--- config.mk ---
export PLATFORM = sky130hd
export DESIGN_NAME = dbg_seq_top
export DESIGN_NICKNAME = d
export VERILOG_FILES = /design/src/rtl/dbg_seq_pkg.sv /design/src/rtl/dbg_trig_prio.sv /design/src/rtl/dbg_match_route.sv /design/src/rtl/dbg_seq_fsm.sv /design/src/rtl/dbg_seq_top.sv
export SDC_FILE = /design/constraint.sdc
export NUM_CORES = 1
export LEC_CHECK = 0
export ABC_CLOCK_PERIOD_IN_PS = 6500
export BUFFER_PORTS_ARGS = -buffer_cell sky130_fd_sc_hd__clkbuf_2
export CORE_MARGIN = 5
export CORE_UTILIZATION = 29
export DETAILED_ROUTE_END_ITERATION = 8
export HOLD_SLACK_MARGIN = 0.03
export SYNTH_ARGS = -nofsm -noshare
export SYNTH_HDL_FRONTEND = slang
export SYNTH_SLANG_ARGS = --single-unit
--- constraint.sdc ---
create_clock -name clk -period 6.5 [get_ports clk]
set_input_delay 1.3 -clock clk [delete_from_list [all_inputs] [get_ports clk]]
set_output_delay 1.3 -clock clk [all_outputs]
set_load 0.1 [all_outputs]
--- src/rtl/dbg_seq_pkg.sv ---
package dbg_seq_pkg;
    localparam int SEQ_N   = 3;
    localparam int MATCH_N = 4;
    localparam int CFG_W   = 4;
    localparam int STW     = $clog2(SEQ_N + 2);

    typedef logic [STW-1:0] st_t;
    localparam st_t ST_IDLE  = st_t'(0);
    localparam st_t ST_FINAL = st_t'(SEQ_N + 1);

    typedef enum logic [1:0] {AL_NONE, AL_BEGIN, AL_MID, AL_END} align_e;
    typedef enum logic [2:0] {WIN_NONE, WIN_COP, WIN_SW, WIN_TAG, WIN_MATCH} win_e;

    typedef struct packed {
        win_e               kind;
        logic [MATCH_N-1:0] mvec;
    } win_t;

    typedef struct packed {
        logic hit;
        st_t  dest;
    } route_t;

    function automatic logic traces_first(align_e a);
        return (a == AL_BEGIN) || (a == AL_MID);
    endfunction

    function automatic st_t adv_dest(st_t s, int k);
        return st_t'(((int'(s) + k) % SEQ_N) + 1);
    endfunction
endpackage

--- src/rtl/dbg_trig_prio.sv ---
module dbg_trig_prio
    import dbg_seq_pkg::*;
(
    input  logic               active,
    input  logic               cop,
    input  logic               sw,
    input  logic               tag,
    input  logic               range_mode,
    input  logic [MATCH_N-1:0] match,
    output win_t               win
);
    logic [MATCH_N-1:0] mv;

    always_comb begin
        mv = match;
        if (range_mode && match[0]) mv[2] = 1'b0;
        win.mvec = mv;
        if (!active)     win.kind = WIN_NONE;
        else if (cop)    win.kind = WIN_COP;
        else if (sw)     win.kind = WIN_SW;
        else if (tag)    win.kind = WIN_TAG;
        else if (|mv)    win.kind = WIN_MATCH;
        else             win.kind = WIN_NONE;
    end
endmodule

--- src/rtl/dbg_match_route.sv ---
module dbg_match_route
    import dbg_seq_pkg::*;
(
    input  st_t                      state,
    input  logic [CFG_W*SEQ_N-1:0]   cfg,
    input  logic [MATCH_N-1:0]       mvec,
    output route_t                   rt
);
    logic [CFG_W-1:0] fld [SEQ_N];
    logic [CFG_W-1:0] cur;
    logic [1:0]       fin_idx;

    for (genvar g = 0; g < SEQ_N; g++) begin : g_fld
        assign fld[g] = cfg[g*CFG_W +: CFG_W];
    end

    always_comb begin
        cur = '0;
        for (int s = 0; s < SEQ_N; s++) begin
            if (state == st_t'(s + 1)) cur = fld[s];
        end
        fin_idx = cur[1:0];
        rt = '0;
        if (cur[3] && mvec[fin_idx]) begin
            rt.hit  = 1'b1;
            rt.dest = ST_FINAL;
        end else if (cur[2]) begin
            for (int k = MATCH_N - 1; k >= 0; k--) begin
                if (mvec[k] && !(cur[3] && int'(fin_idx) == k)) begin
                    rt.hit  = 1'b1;
                    rt.dest = adv_dest(state, k);
                end
            end
        end
    end
endmodule

--- src/rtl/dbg_seq_fsm.sv ---
module dbg_seq_fsm
    import dbg_seq_pkg::*;
(
    input  logic   clk,
    input  logic   rst,
    input  logic   arm_wr,
    input  logic   arm_val,
    input  win_t   win,
    input  route_t rt,
    input  align_e align,
    input  logic   bkpt_en,
    input  logic   trace_done,
    output st_t    state,
    output logic   bkpt_q,
    output logic   trig_q,
    output logic   kill_q
);
    st_t  nxt;
    logic bk, tg, kl, tf, clr_wr, active;

    assign tf     = traces_first(align);
    assign clr_wr = arm_wr && !arm_val;
    assign active = (state != ST_IDLE) && (state != ST_FINAL);

    always_comb begin
        nxt = state;
        bk  = 1'b0;
        tg  = 1'b0;
        kl  = 1'b0;
        if (clr_wr) begin
            nxt = ST_IDLE;
        end else if (state == ST_IDLE) begin
            if (arm_wr && arm_val) nxt = st_t'(1);
        end else if (state == ST_FINAL) begin
            if (!tf) begin
                nxt = ST_IDLE;
            end else if (trace_done) begin
                nxt = ST_IDLE;
                bk  = bkpt_en;
            end
        end else begin
            case (win.kind)
                WIN_COP: begin
                    nxt = ST_IDLE;
                    bk  = 1'b1;
                    kl  = 1'b1;
                end
                WIN_SW: begin
                    tg = 1'b1;
                    if (tf) nxt = ST_FINAL;
                    else begin
                        nxt = ST_IDLE;
                        bk  = bkpt_en;
                    end
                end
                WIN_TAG: nxt = ST_IDLE;
                WIN_MATCH: begin
                    if (rt.hit) begin
                        nxt = rt.dest;
                        if (rt.dest == ST_FINAL) begin
                            tg = 1'b1;
                            bk = bkpt_en && !tf;
                        end
                    end
                end
                default: nxt = state;
            endcase
        end
    end

    always_ff @(posedge clk) begin
        if (rst) begin
            state  <= ST_IDLE;
            bkpt_q <= 1'b0;
            trig_q <= 1'b0;
            kill_q <= 1'b0;
        end else begin
            state  <= nxt;
            bkpt_q <= bk;
            trig_q <= tg;
            kill_q <= kl;
        end
    end

    p_state_legal_r1: assert property (@(posedge clk) disable iff (rst)
        state <= ST_FINAL);
    p_clear_write_r2: assert property (@(posedge clk) disable iff (rst)
        clr_wr |=> (state == ST_IDLE) && !bkpt_q && !trig_q && !kill_q);
    p_arm_start_r2: assert property (@(posedge clk) disable iff (rst)
        (state == ST_IDLE) && arm_wr && arm_val |=> state == st_t'(1));
    p_cop_abort_r4: assert property (@(posedge clk) disable iff (rst)
        active && win.kind == WIN_COP && !clr_wr |=> bkpt_q && kill_q && state == ST_IDLE);
    p_final_entry_r5: assert property (@(posedge clk) disable iff (rst)
        (state == ST_FINAL) && ($past(state) != ST_FINAL) |-> trig_q);
    p_tag_home_r6: assert property (@(posedge clk) disable iff (rst)
        active && win.kind == WIN_TAG && !clr_wr |=> state == ST_IDLE && !bkpt_q);
    p_final_hold_r10: assert property (@(posedge clk) disable iff (rst)
        (state == ST_FINAL) && tf && !trace_done && !clr_wr |=> state == ST_FINAL);
    p_final_leave_r11: assert property (@(posedge clk) disable iff (rst)
        (state == ST_FINAL) && !tf |=> state == ST_IDLE);
    p_arm_race_r12: assert property (@(posedge clk) disable iff (rst)
        active && arm_wr && arm_val && (win.kind == WIN_COP || win.kind == WIN_TAG)
        |=> state == ST_IDLE);
endmodule

--- src/rtl/dbg_seq_top.sv ---
module dbg_seq_top
    import dbg_seq_pkg::*;
(
    input  logic                     clk,
    input  logic                     rst,
    input  logic                     arm_wr,
    input  logic                     arm_val,
    input  logic                     sw_trig,
    input  logic                     ext_tag,
    input  logic                     cop_bkpt,
    input  logic [MATCH_N-1:0]       match_in,
    input  logic                     range_mode,
    input  logic [CFG_W*SEQ_N-1:0]   seq_cfg,
    input  logic [1:0]               align_mode,
    input  logic                     bkpt_en,
    input  logic                     trace_done,
    output logic [STW-1:0]           state_o,
    output logic                     armed_o,
    output logic                     bkpt_req_o,
    output logic                     trig_pulse_o,
    output logic                     trace_kill_o
);
    st_t    state;
    win_t   win;
    route_t rt;
    logic   in_seq;

    assign in_seq = (state != ST_IDLE) && (state != ST_FINAL);

    dbg_trig_prio u_prio (
        .active     (in_seq),
        .cop        (cop_bkpt),
        .sw         (sw_trig),
        .tag        (ext_tag),
        .range_mode (range_mode),
        .match      (match_in),
        .win        (win)
    );

    dbg_match_route u_route (
        .state (state),
        .cfg   (seq_cfg),
        .mvec  (win.mvec),
        .rt    (rt)
    );

    dbg_seq_fsm u_fsm (
        .clk        (clk),
        .rst        (rst),
        .arm_wr     (arm_wr),
        .arm_val    (arm_val),
        .win        (win),
        .rt         (rt),
        .align      (align_e'(align_mode)),
        .bkpt_en    (bkpt_en),
        .trace_done (trace_done),
        .state      (state),
        .bkpt_q     (bkpt_req_o),
        .trig_q     (trig_pulse_o),
        .kill_q     (trace_kill_o)
    );

    assign state_o = state;
    assign armed_o = (state != ST_IDLE);
endmodule

# Word level (Yosys, flattened, before mapping)
# Cells that the tools add are included.
[word_totals]
regBits = 6
in_bits = 28
out_inout_bits = 7
word_cells = 101
[op_classes]
add_sub_neg = 7
div_mod_pow = 4
order_cmp = 1
eq_ne = 18
mux = 36
n_reduce_logical = 31
[ops]
columns = ["cell", "n"]
rows = [
  ["32-bit by 3-bit remainder unit with 32-bit output (second input constant)", 3],
  ["3-bit 2-to-1 mux", 12],
  ["4-bit 2-to-1 mux", 9],
  ["4-bit by 3-bit remainder unit with 32-bit output (second input constant)", 1],
  ["1-bit logical AND", 14],
  ["3-bit by 2-bit adder with 3-bit output (second input constant)", 4],
  ["3-bit by 2-bit equality test with 1-bit output (second input constant)", 4],
  ["1-bit 2-to-1 mux", 11],
  ["3-bit equality test (second input constant)", 3],
  ["3-bit case mux with 3 select lines", 1],
  ["3-bit by 2-bit adder with 4-bit output (second input constant)", 2],
  ["4-bit OR reduction", 2],
  ["2-bit equality test (second input constant)", 3],
  ["3-bit by 1-bit equality test with 1-bit output (second input constant)", 2],
  ["1-bit logical NOT", 6],
  ["5-bit nonzero test", 1],
  ["3-bit by 1-bit adder with 4-bit output (second input constant)", 1],
  ["2-bit by 1-bit equality test with 1-bit output (second input constant)", 2],
  ["4-bit by 2-bit != test with 1-bit output (second input constant)", 1],
  ["4-bit != test (second input constant)", 1],
  ["4-bit AND reduction", 1],
  ["2-bit OR reduction", 2],
  ["3-bit logical NOT", 1],
  ["2-bit by 3-bit < comparator with 1-bit output (second input constant)", 1],
  ["9 further kinds", 9],
]

# Logic depth before layout (Yosys ltp)
# Gate-level depths: netlist of run 1.
[depth]
ltp_word = 19
ltp_mapped = 23
mapped_depth_nobuf = 22

# Hierarchy
# Synthesis of run 1 repeated with hierarchy kept, for this count alone.
[unflattened]
cells_unflattened = 207
area_unflattened_um2 = 1778.0
[by_module_without_submodules]
columns = ["mod", "n_inst", "cells_each", "area_per_inst_um2", "seq_area_each_um2"]
rows = [
  ["dbg_match_route", 1, 147, 1234.9, 0.0],
  ["dbg_seq_fsm", 1, 47, 440.4, 120.1],
  ["dbg_trig_prio", 1, 11, 90.1, 0.0],
  ["dbg_seq_top", 1, 2, 12.5, 0.0],
]

# Least setup slack after synthesis of run 1
# No wires, ideal clock.
[synth_path]
kind = "register -> register"
start = "reg u_fsm.state[2]"
end = "reg u_fsm.trig_q"
setup_time_ps = 79
arrival_time_ps = 5343
t_required_ps = 6421
setup_slack_ps = 1077
path_stages_with_launch = 22
n_path_buf = 1
synth_period_minus_slack_ps = 5423
path_cell_list = "dfxtp_1 buf_2 inv_1 ha_1 a21oi_1 ha_1 ha_1 a31o_2 a21oi_1 xnor2_1 ha_1 a221oi_2 o21ai_1 xnor2_1 ha_1 or3_1 or4b_1 nand4_1 a21oi_1 nor2_1 o21ai_1 a211oi_2"
[synth_via]
elab_chain_len = 18
word_cells_on_any_way = 55
cone_classes = "add/sub (7); div (4); eq/ne (11); mux (15); reduce/logical (18)"
[synth_lines]
columns = ["item", "line", "source"]
rows = [
  ["from (decl)", "dbg_seq_fsm.sv:13", "output st_t state,"],
  ["from (signal assigned)", "dbg_seq_fsm.sv:78", "state <= nxt;"],
  ["branches (longest 18 deep; another with 32-bit by 3-bit remainder unit with 32-bit output)", "-", ""],
  ["to (signal assigned)", "dbg_seq_fsm.sv:80", "trig_q <= tg;"],
  ["to (decl)", "dbg_seq_fsm.sv:15", "output logic trig_q,"],
]
# Parallel ways; which one is timed is not known. The select of a mux whose other input is x is not followed.
# A chain may end at the register's enable or synchronous reset.

# Worst setup path after layout of run 1
# Same ends and word-level chain as after synthesis.

==> flow_summary.ini, run 1 <==
[grt]
overflow = 0
groute.layer.met2.usage_pct = 20.12
busiest_layer = met2
number_of_antenna_violations_at_the_first_check_in_global_routing = 0
grt_first_pass_wirelength_um = 8625
first_global_vias = 1877
grt_max_degree = 20
gr-usage-met1_pct = 16.83
grt_use_met3_pct = 1.419
gr-usage-all-layers_pct = 11.94

[critical_path]
cp_max_fo = 18
worst_setup_path_start_kind = flip-flop
timing.critical_path.required_ns = 6.65
cp-end-kind = flip-flop
category_of_the_critical_setup_timing_path = reg2reg
worst_ep_arrival_time_ns = 5.62

[pwr]
leakage_nw = 0.9070
ir_drop_v = 0.0001340
power_per_cell_area_nw_per_um2 = 191.3

[timing]
final_period_minus_worst_setup_slack_ns = 5.470
skew_ns = 0.0004138
grt_setup_unrepaired = false
final_hold_viol_count = 0
finalSetupViolations = 0
setup_ws_ns = 1.030
worst_slew_pin_slew_ns = 0.6715
finalCritPeriodShare_pct = 84.15
maxSlewViolCount = 0
setup-tns-final_ns = 0
timing.max_slew.rel_slack_pct = 55.17
fmax_mhz = 182.8

[yosys]
yosysTopAreaCellShare_pct = 18.13
syn_inst = 245
post_synth_num_cell_types = 68
synth_most_common_cell = ha_1
commonest_cells_in_the_synthesized_netlist = 27 x ha_1, 16 x nand2_1, 16 x o21ai_0
synthArstFlopShare_pct = 0
ff_latch_count_synth = 6
synth_area_leader_cell = ha_1
ys.flop_type = dfxtp_1
mappedNetlistArea_sq_um = 1863
synth_nets = 300
ys_warn_count = 0
post_synth_edffs = 0
avgSynthCellArea_sq_um = 7.604
yosysSeqAreaShare_pct = 6.447
netlist_top_cells_area = ha_1 18%, dfxtp_1 6.4%, xnor2_1 6.1%, o21ai_0 4.3%, a21oi_1 3.8%

[cts]
number_of_clock_buffers_inserted_by_tritoncts = 3
clock_tree.root_cell = clkbuf_8
cts_tree = built
cts.sinks = 6
clock_latency_ns = 0.22
ctsResizeCount = 0
max-clock-path-buffers = 2
hold_fix_buffers_cts = 0
htree_levels = 1
clk_pin_slew_worst_paths_ns = 0.04
postCtsSetupBuffers = 0

[routing]
detail_route.wl_per_cell_um = 14.49
routed_wl_um = 5086
violation_count_after_the_first_detailed_route_iteration = 75
vias_per_cell = 5.598
ant_nets = 0
via_count = 1965
drcViolationCount = 0
detailedRoute.firstPassIterationCount = 4

[cells_and_area]
design.final.nets = 331
layout-drive-gt1-share_pct = 20.44
n_fill_cell = 694
insertedDiodeCount = 0
synthesis_to_finish_area_growth_pct = 14.30

[flow_run]
max_cap_viol_count = 0

[die]
ioPinCount = 35
die_x_extent_um = 90.15
die-area_sq_um = 8127
placementRows = 29
floorplan.initialDensity_pct = 29.51
floorplan.die.height_um = 90.15
placeableCoreArea_sq_um = 6314

[place]
dp.final_hpwl_um = 4071
portBuffers = 34
dp_slack_ns = 1.132
place.gp.congestion = 0.8299

[min_path]
hold_path_class = reg2reg

[outcome]
result_of_the_run = finished clean
[per-layer routing]
metal / part of all wire [%] / vias up / wire length [um]
li1: - / 990 / -
met1: 49 / 914 / 2486
met2: 46 / 61 / 2356
met3: 4.8 / 0 / 243
met4: 0 / 0 / 0
met5: 0 / - / 0
[flip-flops by register name, indices dropped and copies added, names as in the netlist]
| name | count |
|---|---|
| u_fsm.state | 3 |
| u_fsm.kill_q | 1 |
| u_fsm.trig_q | 1 |
| u_fsm.bkpt_q | 1 |
[kinds of logic (layout without fill, tap and decap cells)]
group / count (synthesis) / after routing / share of synthesized area (%)
compound gates: 92 / 92 / 37.14
simple gates: 79 / 79 / 23.57
fa+ha+maj: 27 / 27 / 18.13
buf+inv: 21 / 50 / 5.037
xor+xnor: 17 / 17 / 7.992
flops: 6 / 6 / 6.448
mux: 3 / 3 / 1.679
[per-stage QoR]
step / cells / area [sq um] / power, W / hold WS (ns) / utilization [%]
after floorplan: 245 / 1863 / 0.0002829 / 1.275 / -
after global placement: 348 / 2088 / 0.0003460 / 0.7680 / 33.08
after detailed placement: 348 / 2088 / 0.0003468 / 0.7679 / 33.08
after CTS: 351 / 2130 / 0.0004077 / 0.7788 / 33.73
after global routing: 351 / 2130 / 0.0004439 / 0.8721 / 33.73
final: 351 / 2130 / 0.0004073 / 0.7894 / 33.73
[path summary, 6_finish.rpt]
kind,startpoint,endpoint,slack (ns),cells past startpoint
hold reg to reg,u_fsm.state[0],u_fsm.state[0],0.79,3
setup reg to reg,u_fsm.state[2],u_fsm.trig_q,1.03,19
hold / removal,u_fsm.state[0],u_fsm.state[0],0.79,3
setup / recovery,u_fsm.state[2],u_fsm.trig_q,1.03,19
[worst max-delay path, cell delays in order, from the launching register on]
cell      delay, ns
dfxtp_1        0.74
ha_1           0.52
a21oi_1        0.22
ha_1           0.26
ha_1           0.22
a31o_2         0.25
a21oi_1        0.39
xnor2_1        0.13
ha_1           0.26
a221oi_2       0.32
o21ai_1        0.14
xnor2_1        0.16
ha_1           0.25
or3_1          0.32
or4b_1         0.48
nand4_1        0.12
a21oi_1        0.08
nor2_1         0.19
o21ai_1        0.12
a211oi_2       0.21
[report_power, final]
group / switching [W] / internal, W / total [W] / leakage (nW)
Sequential: 0.00000498 / 0.0000395 / 0.0000444 / 0.0487
Combinational: 0.000186 / 0.000119 / 0.000306 / 0.837
Clock: 0.0000172 / 0.0000399 / 0.0000571 / 0.0216
Total: 0.000209 / 0.000199 / 0.000407 / 0.907
[layout make-up]
| class | count | area, sq um | area share, % |
|---|---|---|---|
| Clock buffer | 3 | 41.29 | 1.939 |
| Timing Repair Buffer | 35 | 177.7 | 8.343 |
| Sequential cell | 6 | 120.1 | 5.640 |
| Multi-Input combinational cell | 218 | 1649 | 77.44 |
| Tap cell | 77 | 96.34 | 4.524 |
| Inverter | 12 | 45.04 | 2.115 |
[cells in the final DEF (no fill, tap or decap), types with 3 or more instances in the layout]
cell type / instances
nand4_1: 4
dfxtp_1: 6
and2_1: 4
o21ai_1: 6
nor2b_1: 5
a22oi_1: 4
a21oi_1: 14
nand2_1: 16
a21o_1: 3
o21bai_1: 3
and3_1: 3
ha_1: 27
nor2_1: 15
clkbuf_8: 3
o21ai_0: 16
nand3_1: 7
xnor2_1: 13
o211ai_1: 4
a31oi_1: 7
nand2b_1: 4
inv_1: 12
nand3b_1: 5
clkbuf_2: 34
xor2_1: 4
Note: power is estimated with default switching activity, not from simulation.
==> run 2, diff against run 1 <==
--- a/config.mk
+++ b/config.mk
@@ -5,7 +5,8 @@
 export SDC_FILE = /design/constraint.sdc
 export NUM_CORES = 1
 export LEC_CHECK = 0
-export ABC_CLOCK_PERIOD_IN_PS = 6500
+export ABC_AREA = 1
+export ABC_CLOCK_PERIOD_IN_PS = 4600
 export BUFFER_PORTS_ARGS = -buffer_cell sky130_fd_sc_hd__clkbuf_2
 export CORE_MARGIN = 5
 export CORE_UTILIZATION = 29
==> constraint.sdc (replaced) <==
create_clock -name clk -period 4.6 [get_ports clk]
set_input_delay 0.92 -clock clk [delete_from_list [all_inputs] [get_ports clk]]
set_output_delay 0.92 -clock clk [all_outputs]
set_load 0.1 [all_outputs]
==> run 2 against run 1 <==
  * Core utilization increased by 0.89 points
  * Routed wire length decreased by 17%
  * Hold slack got worse by 0.15 ns
  * Sequential share of layout area decreased by 0.18 points
  * Global-route usage decreased by 1.7 points
  * Critical endpoint is now u_fsm.bkpt_q
  * Highest routed layer is now met4
==> flow_summary.ini, run 2 <==
[die]
floorplan.initialDensity_pct = 29.89
placementRows = 29
floorplan.die.height_um = 90.90
placeableCoreArea_sq_um = 6350
die_x_extent_um = 90.90
die-area_sq_um = 8263
ioPinCount = 35

[min_path]
hold_path_class = reg2reg
timing.hold.worst_path_depth = 2
worst_hold_path.endpoint = u_fsm.state[1]
timing.hold.worst.start = u_fsm.state[1]

[routing]
violation_count_after_the_first_detailed_route_iteration = 86
detail_route.wl_per_cell_um = 10.31
ant_nets = 0
via_count = 1880
detailedRoute.firstPassIterationCount = 4
drcViolationCount = 0
routed.top_layer = met4
routed_wl_um = 4217
met2_length_um = 1857
met3_length_um = 197
vias_per_cell = 4.597
met1Wirelength_um = 2143

[cells_and_area]
insertedDiodeCount = 0
instances_no_fill = 409
synthesis_to_finish_area_growth_pct = 15.82
largest-register = u_fsm.state
largest_register_ffs = 3
most-common-layout-cells = 58 x nand2_1, 50 x inv_1, 34 x clkbuf_2, 29 x nand3_1, 27 x ha_1
design.final.nets = 389
final_common_cell = nand2_1
layout-drive-gt1-share_pct = 27.11

[pwr]
leakage_nw = 1.175
power_per_cell_area_nw_per_um2 = 290.8
power.combinational.fraction_pct = 77.7
ir_drop_v = 0.00009194
switching_share_pct = 53.98
seq_power_share_pct = 10.2
power.internal_w = 0.0002942
design_power_total_w = 0.0006393
clockPowerShare_pct = 12.1
p_sw_w = 0.0003451

[grt]
gr-usage-all-layers_pct = 10.20
grt_first_pass_wirelength_um = 7355
number_of_antenna_violations_at_the_first_check_in_global_routing = 0
first_global_vias = 1773
overflow = 0
grt_max_degree = 13

[timing]
final_hold_viol_count = 0
maxSlewViolCount = 0
finalSetupViolations = 0
worst_slew_pin_slew_ns = 0.9046
worst_hold_slack_ns = 0.6386
final_period_minus_worst_setup_slack_ns = 4.144
skew_ns = 0.002491
timing.max_slew.rel_slack_pct = 39.14
setup_ws_ns = 0.4563
fmax_mhz = 241.3
finalCritPeriodShare_pct = 90.08
grt_setup_unrepaired = false
setup-tns-final_ns = 0

[critical_path]
category_of_the_critical_setup_timing_path = reg2reg
worst_setup_path_start_kind = flip-flop
cp-end-kind = flip-flop
worstPathBufferInverterCount = 4
cp_top_family = adder cells
cp_max_fo = 10
timing.critical_path.required_ns = 4.76
reg2reg_depth = 27
cp_common_cell = ha_1
cp_slowest_stage_delay_ns = 0.54
timing.rr.end = u_fsm.bkpt_q
worst_ep_arrival_time_ns = 4.31
crit_path_top_delay_cell = dfxtp_1
timing.reg2reg.setup_slack_ns = 0.46
r2r_start = u_fsm.state[1]

[cts]
cts_tree = built
cts.sinks = 6
clk_pin_slew_worst_paths_ns = 0.04
clock_tree.root_cell = clkbuf_8
clock_latency_ns = 0.22
htree_levels = 1
ctsResizeCount = 0
postCtsSetupBuffers = 0
hold_fix_buffers_cts = 0
number_of_clock_buffers_inserted_by_tritoncts = 3
max-clock-path-buffers = 2

[yosys]
yosysSeqAreaShare_pct = 6.328
synth_nets = 350
ys_warn_count = 0
synth_compound_area_share_pct = 12.20
commonest_cells_in_the_synthesized_netlist = 58 x nand2_1, 50 x inv_1, 29 x nand3_1
syn_inst = 295
synth-xor-area-share_pct = 4.614
netlist_top_cells_area = ha_1 18%, nand2_1 11%, inv_1 9.9%, nand3_1 7.6%, dfxtp_1 6.3%
post_synth_edffs = 0
yosysTopAreaCellShare_pct = 17.80
synth.area.mux_share_pct = 2.373
ff_latch_count_synth = 6
yosys.area_share.simple_pct = 43.84
mappedNetlistArea_sq_um = 1898
post_synth_num_cell_types = 36
avgSynthCellArea_sq_um = 6.434
ys.flop_type = dfxtp_1
synth_adder_area_share_pct = 17.80
synth_area_leader_cell = ha_1
synth_most_common_cell = nand2_1
synth_top_family_by_area = simple AND/OR/NAND/NOR gates
synthArstFlopShare_pct = 0

[flow_run]
max_cap_viol_count = 0

[place]
portBuffers = 34
dp.final_hpwl_um = 3759
placed_cells_incl_taps = 406
place.gp.congestion = 0.8832
dp_slack_ns = 0.4742

[outcome]
result_of_the_run = finished clean
[run 2: cell count changes in the layout (fill, tap and decap cells not counted), sizes merged, moves of 4 or more]
cell	delta
a22oi	-6
nand2b	-4
nand2	+62
xnor2	-10
and2	-4
o21ai	-12
a31oi	-5
o211ai	-4
nor2	+12
nand3	+28
inv	+45
nor2b	-5
[run 2: cells by family (layout without fill, tap and decap cells)]
group | count (synthesis) | count (layout)
AO/OA/AOI/OAI | 34 | 34
XOR/XNOR | 10 | 10
adder cells (fa/ha/maj) | 27 | 27
buffers and inverters | 59 | 96
flip-flops | 6 | 6
multiplexers | 4 | 4
AND/OR/NAND/NOR | 155 | 155
[run 2: routing by layer]
| layer | vias up | global-route usage [%] |
|---|---|---|
| met5 | - | 0 |
| met4 | 0 | 1.834 |
| met3 | 2 | 0.6667 |
| met2 | 35 | 17.07 |
| met1 | 824 | 14.49 |
| li1 | 1019 | - |
[run 2: cell type report]
class	count	area, sq um
multi-input combinational	230	1534
sequential	6	120.1
fill	673	4151
timing repair buffer	36	185.2
tap	77	96.34
inverter	57	221.5
clock buffer	3	41.29
[run 2: power by group through the flow]
stage / sequential (W) / clock [W] / combinational [W]
CTS: 0.0000651 / 0.0000789 / 0.000500
global placement: 0.0000662 / 0 / 0.000494
floorplan: 0.0000864 / 0 / 0.000384
finish: 0.0000651 / 0.0000772 / 0.000497
global route: 0.0000659 / 0.0000835 / 0.000564
detailed placement: 0.0000661 / 0 / 0.000497
[run 2: how the worst max path moves through the flow]
stage	start	end	depth (start not counted)
after detailed placement	u_fsm.state[1]	u_fsm.bkpt_q	27
after global placement	u_fsm.state[2]	u_fsm.bkpt_q	28
after CTS	u_fsm.state[1]	u_fsm.bkpt_q	27
after global routing	u_fsm.state[1]	u_fsm.bkpt_q	30
after floorplan	u_fsm.state[1]	u_fsm.bkpt_q	27
final	u_fsm.state[1]	u_fsm.bkpt_q	27
[run 2: metrics by stage]
| step | util, % | cell area (sq um) |
|---|---|---|
| floorplan | - | 1898 |
| global placement | 33.97 | 2157 |
| detailed placement | 33.97 | 2157 |
| CTS | 34.62 | 2198 |
| global route | 34.62 | 2198 |
| finish | 34.62 | 2198 |
[run 2: worst register-to-register path: cells and delay by family (launching register included)]
| family | cells | cell delay, ns |
|---|---|---|
| compound gates | 2 | 0.31 |
| xor+xnor | 1 | 0.20 |
| fa+ha+maj | 5 | 1.24 |
| buf+inv | 4 | 0.47 |
| flops | 1 | 0.54 |
| mux | 1 | 0.34 |
| simple gates | 14 | 1.00 |
==> run 3, diff against run 2 <==
--- a/config.mk
+++ b/config.mk
@@ -8,10 +8,11 @@
 export ABC_AREA = 1
 export ABC_CLOCK_PERIOD_IN_PS = 4600
 export BUFFER_PORTS_ARGS = -buffer_cell sky130_fd_sc_hd__clkbuf_2
-export CORE_MARGIN = 5
-export CORE_UTILIZATION = 29
+export CORE_MARGIN = 1
+export CORE_UTILIZATION = 52
 export DETAILED_ROUTE_END_ITERATION = 8
 export HOLD_SLACK_MARGIN = 0.03
+export PLACE_DENSITY = 0.78
 export SYNTH_ARGS = -nofsm -noshare
 export SYNTH_HDL_FRONTEND = slang
 export SYNTH_SLANG_ARGS = --single-unit
==> run 3 against run 2 <==
  * Register-to-register slack better by 0.13 ns
  * Clock skew rose by 0.0048 ns
  * Maximum frequency up 3.2%
  * Clock power shrank 35%
  * Routed wire length shrank 5.2%
  * Power fell by 5.0%
  * Worst setup slack improved by 0.13 ns
  * Cell count down 7.6%
  * Via count is 1.8% higher
  * Sequential power down 3.5%
==> flow_summary.ini, run 3 (same netlist as run 2, synthesis figures left out) <==
[cts]
cts.sinks = 6
cts_tree = built
clock_latency_ns = 0.25
clock_tree.root_cell = clkbuf_4
htree_levels = 1
max-clock-path-buffers = 2
number_of_clock_buffers_inserted_by_tritoncts = 3
clk_pin_slew_worst_paths_ns = 0.05

[cells_and_area]
largest_register_ffs = 3
largest-register = u_fsm.state
layout-drive-gt1-share_pct = 27.41
n_fill_cell = 338
instances_no_fill = 378
design_area_sq_um = 2142
final_common_cell = nand2_1
design.final.nets = 389
most-common-layout-cells = 58 x nand2_1, 50 x inv_1, 34 x clkbuf_2, 29 x nand3_1, 27 x ha_1
synthesis_to_finish_area_growth_pct = 12.85
insertedDiodeCount = 0

[timing]
finalSetupViolations = 0
final_period_minus_worst_setup_slack_ns = 4.014
fmax_mhz = 249.1
setup_ws_ns = 0.5861
worst_slew_pin_slew_ns = 1.011
skew_ns = 0.007272
finalCritPeriodShare_pct = 87.26
grt_setup_unrepaired = false
timing.max_slew.rel_slack_pct = 31.96
maxSlewViolCount = 0
worst_hold_slack_ns = 0.5534
setup-tns-final_ns = 0
final_hold_viol_count = 0

[routing]
met1Wirelength_um = 1903
detail_route.wl_per_cell_um = 10.58
drcViolationCount = 0
routed.top_layer = met4
routed_wl_um = 3998
detailedRoute.firstPassIterationCount = 4
violation_count_after_the_first_detailed_route_iteration = 73
ant_nets = 0
met3_length_um = 97
vias_per_cell = 5.063
met2_length_um = 1960
via_count = 1914

[critical_path]
cp_max_fo = 10
cp_top_family = adder cells
crit_path_top_delay_cell = dfxtp_2
cp-end-kind = flip-flop
timing.critical_path.required_ns = 4.79
worst_ep_arrival_time_ns = 4.21
worstPathBufferInverterCount = 4
category_of_the_critical_setup_timing_path = reg2reg
cp_common_cell = ha_1
worst_setup_path_start_kind = flip-flop
timing.reg2reg.setup_slack_ns = 0.59
cp_slowest_stage_delay_ns = 0.44

[die]
placementRows = 21
die_x_extent_um = 62.42
ioPinCount = 35
floorplan.die.height_um = 62.42
floorplan.initialDensity_pct = 55.57
placeableCoreArea_sq_um = 3416
die-area_sq_um = 3896

[place]
dp.final_hpwl_um = 3493
postPlaceCellArea_sq_um = 2118
dp_slack_ns = 0.4166
portBuffers = 34
placed_cells_incl_taps = 375
place.gp.congestion = 0.8156

[grt]
number_of_antenna_violations_at_the_first_check_in_global_routing = 0
first_global_vias = 1727
grt_first_pass_wirelength_um = 7044
grt_max_degree = 13
overflow = 0
gr-usage-all-layers_pct = 21.87

[pwr]
leakage_nw = 1.168
power_per_cell_area_nw_per_um2 = 283.4
ir_drop_v = 0.00009873

[flow_run]
max_cap_viol_count = 0

[min_path]
hold_path_class = reg2reg

[outcome]
result_of_the_run = finished clean
## run 3: repair_timing
action                                  CTS  global route
gates resized for setup                   0             1
endpoints found under the setup margin    0             1
hold endpoints to repair                  0             0
setup buffers                             0             0
hold buffers                              0             0
## run 3: per-layer routing
metal  vias up  track usage [%]
li1       1029                -
met1       847            26.49
met2        33            41.03
met3         5            1.825
met4         0            5.233
met5         -                0
## run 3: stage by stage
step / utilization, % / power (W)
after floorplan: - / 0.0004700
after global routing: 62.71 / 0.0006789
after detailed placement: 62.01 / 0.0005590
after global placement: 62.01 / 0.0005491
final: 62.71 / 0.0006072
after CTS: 62.67 / 0.0006101
## run 3: worst paths after layout
check | startpoint | endpoint | cells past startpoint
setup / recovery | u_fsm.state[1] | u_fsm.bkpt_q | 27
hold / removal | u_fsm.state[1] | u_fsm.state[1] | 2
setup reg to reg | u_fsm.state[1] | u_fsm.bkpt_q | 27
hold reg to reg | u_fsm.state[1] | u_fsm.state[1] | 2
## run 3: worst min-delay path, delay by kind of cell, from the launching register on
kind | cells | cell delay [ns]
AO/OA/AOI/OAI | 1 | 0.05
AND/OR/NAND/NOR | 1 | 0.08
flip-flops | 1 | 0.38
## run 3: layout make-up
| type | instances | area (sq um) | share of cell area (%) |
|---|---|---|---|
| inverters | 57 | 221.5 | 10.34 |
| repair buffers | 36 | 185.2 | 8.645 |
| flip-flops and latches | 6 | 121.4 | 5.666 |
| well taps | 46 | 57.56 | 2.687 |
| multi-input cells | 230 | 1534 | 71.61 |
| clock buffers | 3 | 22.52 | 1.051 |
## run 3: power breakdown
group          switching (W)  internal (W)  leakage [nW]
clock              0.0000202     0.0000296        0.0138
sequential        0.00000723     0.0000556        0.0492
combinational       0.000314      0.000181          1.10
total               0.000341      0.000266          1.17
